`config.mk`:
```
export PLATFORM = sky130hd
export DESIGN_NAME = fp_ctrl_file
export DESIGN_NICKNAME = d
export VERILOG_FILES = /design/src/rtl/fpc_pkg.sv /design/src/rtl/fpc_ctrl.sv /design/src/rtl/fpc_datapath.sv /design/src/rtl/fp_ctrl_file.sv
export SDC_FILE = /design/constraint.sdc
export NUM_CORES = 1
export LEC_CHECK = 0
export BUFFER_PORTS_ARGS = -buffer_cell sky130_fd_sc_hd__buf_2
export CAP_MARGIN = 20
export CORE_MARGIN = 5
export CORE_UTILIZATION = 29
export DETAILED_ROUTE_END_ITERATION = 6
export HOLD_SLACK_MARGIN = 0.05
export PLACE_DENSITY = 0.81
export SYNTH_ARGS = -nofsm -noshare
export SYNTH_HDL_FRONTEND = slang
export SYNTH_SLANG_ARGS = --single-unit
```
`constraint.sdc`:
```
create_clock -name clk -period 0.8 [get_ports clk]
set_input_delay 0.12 -clock clk [delete_from_list [all_inputs] [get_ports clk]]
set_output_delay 0.12 -clock clk [all_outputs]
set_load 0.01 [all_outputs]
```
`src/rtl/fpc_pkg.sv`:
```
package fpc_pkg;

  localparam int WORD_W = 64;
  localparam int TRAP_N = 6;

  typedef struct packed {
    logic load;
    logic quiet;
  } ctrlStrobe_t;

  function automatic logic [WORD_W-1:0] implMask(
    input bit hasLenStride, input bit [TRAP_N-1:0] trapImpl,
    input bit hasHalf, input bit hasBfExt, input bit hasAlt);
    logic [WORD_W-1:0] m;
    m = '0;
    m[26:22] = 5'b11111;
    if (hasLenStride) begin
      m[21:20] = 2'b11;
      m[18:16] = 3'b111;
    end
    m[19] = hasHalf;
    m[13] = hasBfExt;
    m[12:8] = trapImpl[4:0];
    m[15] = trapImpl[5];
    m[2:0] = {3{hasAlt}};
    return m;
  endfunction

endpackage

```
`src/rtl/fpc_ctrl.sv`:
```
module fpc_ctrl
  import fpc_pkg::*;
(
  input  logic        wrEn,
  input  logic        streamMode,
  input  logic        fullFeature,
  output ctrlStrobe_t strobe
);
  always_comb begin
    strobe.load  = wrEn;
    strobe.quiet = streamMode & ~fullFeature;
  end
endmodule

```
`src/rtl/fpc_datapath.sv`:
```
module fpc_datapath
  import fpc_pkg::*;
#(
  parameter bit              HAS_LEN_STRIDE = 1'b1,
  parameter bit [TRAP_N-1:0] TRAP_IMPL      = 6'b111111,
  parameter bit              HAS_HALF       = 1'b1,
  parameter bit              HAS_BF_EXT     = 1'b1,
  parameter bit              HAS_ALT        = 1'b1
) (
  input  logic              clk,
  input  logic              rstN,
  input  ctrlStrobe_t       strobe,
  input  logic [WORD_W-1:0] wrData,
  output logic [WORD_W-1:0] rdData,
  output logic [3:0]        roundSel,
  output logic              effAltHalf,
  output logic              effDefaultNan,
  output logic              effFlushIn,
  output logic              effFlushOut,
  output logic              effFlushHalf,
  output logic              effBfExt,
  output logic [TRAP_N-1:0] effTrapEn,
  output logic              effKeepUpper,
  output logic              effAltMode
);
  localparam logic [WORD_W-1:0] KEEP_MASK =
    implMask(HAS_LEN_STRIDE, TRAP_IMPL, HAS_HALF, HAS_BF_EXT, HAS_ALT);

  logic [WORD_W-1:0] ctrlWord;
  logic [TRAP_N-1:0] storedTraps;

  always_ff @(posedge clk or negedge rstN) begin
    if (!rstN)            ctrlWord <= '0;
    else if (strobe.load) ctrlWord <= wrData & KEEP_MASK;
  end

  assign rdData = ctrlWord;

  // rounding decode: one select line per encoding of bits 23:22
  genvar g;
  generate
    for (g = 0; g < 4; g++) begin : gRound
      assign roundSel[g] = (ctrlWord[23:22] == g[1:0]);
    end
  endgenerate

  assign storedTraps  = {ctrlWord[15], ctrlWord[12:8]};
  assign effTrapEn    = strobe.quiet ? '0 : storedTraps;
  assign effKeepUpper = ctrlWord[2] & ~strobe.quiet;

  assign effAltHalf    = ctrlWord[26];
  assign effDefaultNan = ctrlWord[25];
  assign effFlushOut   = ctrlWord[24];
  assign effFlushIn    = (ctrlWord[24] & ~ctrlWord[1]) | ctrlWord[0];
  assign effFlushHalf  = ctrlWord[19];
  assign effBfExt      = ctrlWord[13];
  assign effAltMode    = ctrlWord[1];
endmodule

```
`src/rtl/fp_ctrl_file.sv`:
```
module fp_ctrl_file
  import fpc_pkg::*;
#(
  parameter bit       HAS_LEN_STRIDE = 1'b1,
  parameter bit [5:0] TRAP_IMPL      = 6'b111111,
  parameter bit       HAS_HALF       = 1'b1,
  parameter bit       HAS_BF_EXT     = 1'b1,
  parameter bit       HAS_ALT        = 1'b1
) (
  input  logic        clk,
  input  logic        rstN,
  input  logic        wrEn,
  input  logic [63:0] wrData,
  input  logic        streamMode,
  input  logic        fullFeature,
  output logic [63:0] rdData,
  output logic [3:0]  roundSel,
  output logic        effAltHalf,
  output logic        effDefaultNan,
  output logic        effFlushIn,
  output logic        effFlushOut,
  output logic        effFlushHalf,
  output logic        effBfExt,
  output logic [5:0]  effTrapEn,
  output logic        effKeepUpper,
  output logic        effAltMode
);
  ctrlStrobe_t strobe;

  fpc_ctrl uCtrl (
    .wrEn(wrEn), .streamMode(streamMode), .fullFeature(fullFeature), .strobe(strobe)
  );

  fpc_datapath #(
    .HAS_LEN_STRIDE(HAS_LEN_STRIDE), .TRAP_IMPL(TRAP_IMPL),
    .HAS_HALF(HAS_HALF), .HAS_BF_EXT(HAS_BF_EXT), .HAS_ALT(HAS_ALT)
  ) uDp (
    .clk(clk), .rstN(rstN), .strobe(strobe), .wrData(wrData), .rdData(rdData),
    .roundSel(roundSel), .effAltHalf(effAltHalf), .effDefaultNan(effDefaultNan),
    .effFlushIn(effFlushIn), .effFlushOut(effFlushOut), .effFlushHalf(effFlushHalf),
    .effBfExt(effBfExt), .effTrapEn(effTrapEn), .effKeepUpper(effKeepUpper),
    .effAltMode(effAltMode)
  );
endmodule

```
==> flow_summary.ini <==
[detailed_routing]
wire_per_inst_um = 11.21
drc = 0
first_pass_iters = 2
first_iter_violations = 5
postRouteAntennaNets = 0
wl_um = 2510
vias_per_cell = 3.621
vias = 811

[floorplanning]
io-pin-count = 151
initial_utilization_pct = 30.50
core.rowCount = 23
die_x_um = 75.32
dieArea_um2 = 5673
fp.dieH_um = 75.32
core_area_um2 = 4058

[critical_path]
cp_num_buf_inv = 1
crit_path_cell_trace = a21o_1 -> buf_2
worstPathArrival_ns = 0.97
worst-r2r-setup-slack_ns = -0.13
setup.worst_path.start = uDp.rdData[24]
r2r-start = uDp.rdData[23]
r2r.worst_path.cells = 2
slowest_stage_cell_crit_path = sky130_fd_sc_hd__dfrtp_1
timing.critical_path.fanout_max = 3
crit_cells = 2
cp_slowest_stage_delay_ns = 0.41
critical_path.reg2reg.endpoint = uDp.rdData[23]
timing.critical_path.required_ns = 0.68
endpoint = effFlushIn
critical_path_class = reg2out
worstSetupEndpointType = output port
cp-start-kind = flip-flop
worst_path_dominant_cell_family = flip-flops

[final_layout]
drive_above_1_share_pct = 53.45
stdcell_area_um2 = 1549
layout.filler_cells = 417
fin_nets = 244
layout-area-overhead-vs-synth_pct = 25.18
largest_reg_flops = 21
antenna_cells_inserted = 0
finalCoreUtilization_pct = 38.17

[synthesis]
synth.yosys.seq_area_share_pct = 42.47
post_synth_cell_types = 13
yosys_register_bits = 21
yosysWarnings = 0
synth_cells = 109
post_synth_instance_area_um2 = 1237
avgSynthCellArea_um2 = 11.35

[clocking]
clk_root_buffer_cell = sky130_fd_sc_hd__clkbuf_8
clock_latency_ns = 0.25
cts_tree = done
tritoncts_num_sinks = 21
clock_path_buffers = 2
cts_buffers = 3
h-tree-depth = 1
path_clk_slew_ns = 0.07

[sta]
finalSetupViolations = 42
grt_setup_unrepaired = true
fmaxAchievable_mhz = 915.0
period_share_pct = 136.6
worst_clock_skew_ns = 0
final.setup.worst_slack_ns = -0.2929
report.final.slew_viol_count = 0
final.min_clock_period_ns = 1.093
hold_slack_ns = 0.08297
timing_hold_violations_final = 0

[power_and_ir_drop]
power.total_w = 0.002673
cellLeakagePower_nw = 0.8445
power_density_nw_per_um2 = 1725
max-vdd-ir-drop_mv = 0.8077

[min_path]
min_from = wrData[1]
hold_class = in2reg

[status]
failed_checks = setup timing
run_status = finished with violations

[global_route]
grt_pass1_wl_um = 3491
first_global_vias = 767
largest_net_degree_at_the_start_of_global_routing = 23
overflow = 0
antenna_found_initial = 0
groute.usage.overall_pct = 8.075

[job]
max_cap_violations = 0

[placement]
post-place-ws_ns = -0.08138
placedInstanceArea_um2 = 1423
hpwl_um = 2080
place.port_buffers = 64
gp_congestion = 0.6519
-- layout make-up --
type / instances / area (um2) / share of cell area [%]
flip-flops and latches: 21 / 525.5 / 33.93
multi-input cells: 78 / 483.0 / 31.18
repair buffers: 70 / 429.2 / 27.71
well taps: 50 / 62.56 / 4.039
clock buffers: 4 / 45.04 / 2.908
inverters: 1 / 3.754 / 0.2423
-- metal layers --
layer | track usage [%] | wire length [um] | vias to the layer above
li1 | - | - | 390
met1 | 8.546 | 798 | 368
met2 | 14.96 | 1398 | 51
met3 | 2.111 | 301 | 2
met4 | 3.495 | 12 | 0
met5 | 0 | 0 | -
-- layout by cell type, fill, tap and decap left out, drive strengths merged --
master       Yosys  layout
buf             51      69
conb             1      43
dfrtp           21      21
mux2            20      20
and2             8       8
clkbuf           0       4
nor2b            2       2
nand2b           1       1
inv              1       1
a21o             1       1
nor2             1       1
nand2            1       1
o21ai            1       1
dlygate4sd3      0       1
-- cells in the mapped netlist (all sizes together) --
| cell type | n | area [um2] |
|---|---|---|
| buf | 51 | 390.4 |
| dfrtp | 21 | 525.5 |
| mux2 | 20 | 225.2 |
| and2 | 8 | 50.05 |
| nor2b | 2 | 12.51 |
| a21o | 1 | 7.510 |
| conb | 1 | 3.750 |
| inv | 1 | 3.750 |
| nand2 | 1 | 3.750 |
| nand2b | 1 | 6.260 |
| nor2 | 1 | 3.750 |
| o21ai | 1 | 5.000 |
-- per-stage QoR --
step	TNS, ns	std cells
global route	-8.373	224
floorplan	-0.02256	151
detailed placement	-1.825	217
global placement	-1.651	217
finish	-6.433	224
CTS	-6.944	223
-- power by group --
group          total (W)  switching, W  internal [W]  leakage, nW
combinational   0.000764      0.000385      0.000378        0.576
sequential       0.00124     0.0000732       0.00117        0.246
clock           0.000668      0.000314      0.000354       0.0228
total            0.00267      0.000773       0.00190        0.845
-- worst min-delay path, delay by kind of cell --
kind                   cells  cell delay (ns)
AOI/OAI and AO/OA          1             0.06
and+or+nand+nor            1             0.04
buffers and inverters      1             0.07
-- repair_timing --
item                                    4_1_cts  5_1_grt
buffers inserted                              1        2
gates cloned                                  0        0
pin swaps                                     1        2
endpoints found under the setup margin       41       46
resized for setup                             5        7
hold endpoints to repair                     21        0
hold buffers                                  1        0
-- worst min-delay path by stage --
| stage | cells past startpoint | slack [ns] | to |
|---|---|---|---|
| finish | 3 | 0.08 | uDp.rdData[1] |
| global route | 2 | 0.08 | uDp.rdData[9] |
| CTS | 3 | 0.07 | uDp.rdData[1] |
| detailed placement | 1 | 0.11 | uDp.rdData[12] |
| global placement | 1 | 0.10 | uDp.rdData[8] |
| floorplan | 0 | -0.18 | uDp.rdData[0] |
-- kinds of logic (layout without fill, tap and decap cells) --
logic type             count (synthesis)  in the layout  share of synthesized area (%)
AOI/OAI and AO/OA                      2              2                          1.011
and+or+nand+nor                       13             13                          6.168
buffers and inverters                 52             75                          31.85
other                                  1             43                         0.3030
muxes                                 20             20                          18.20
DFF                                   21             21                          42.47
(Power assumes the default switching activity.)
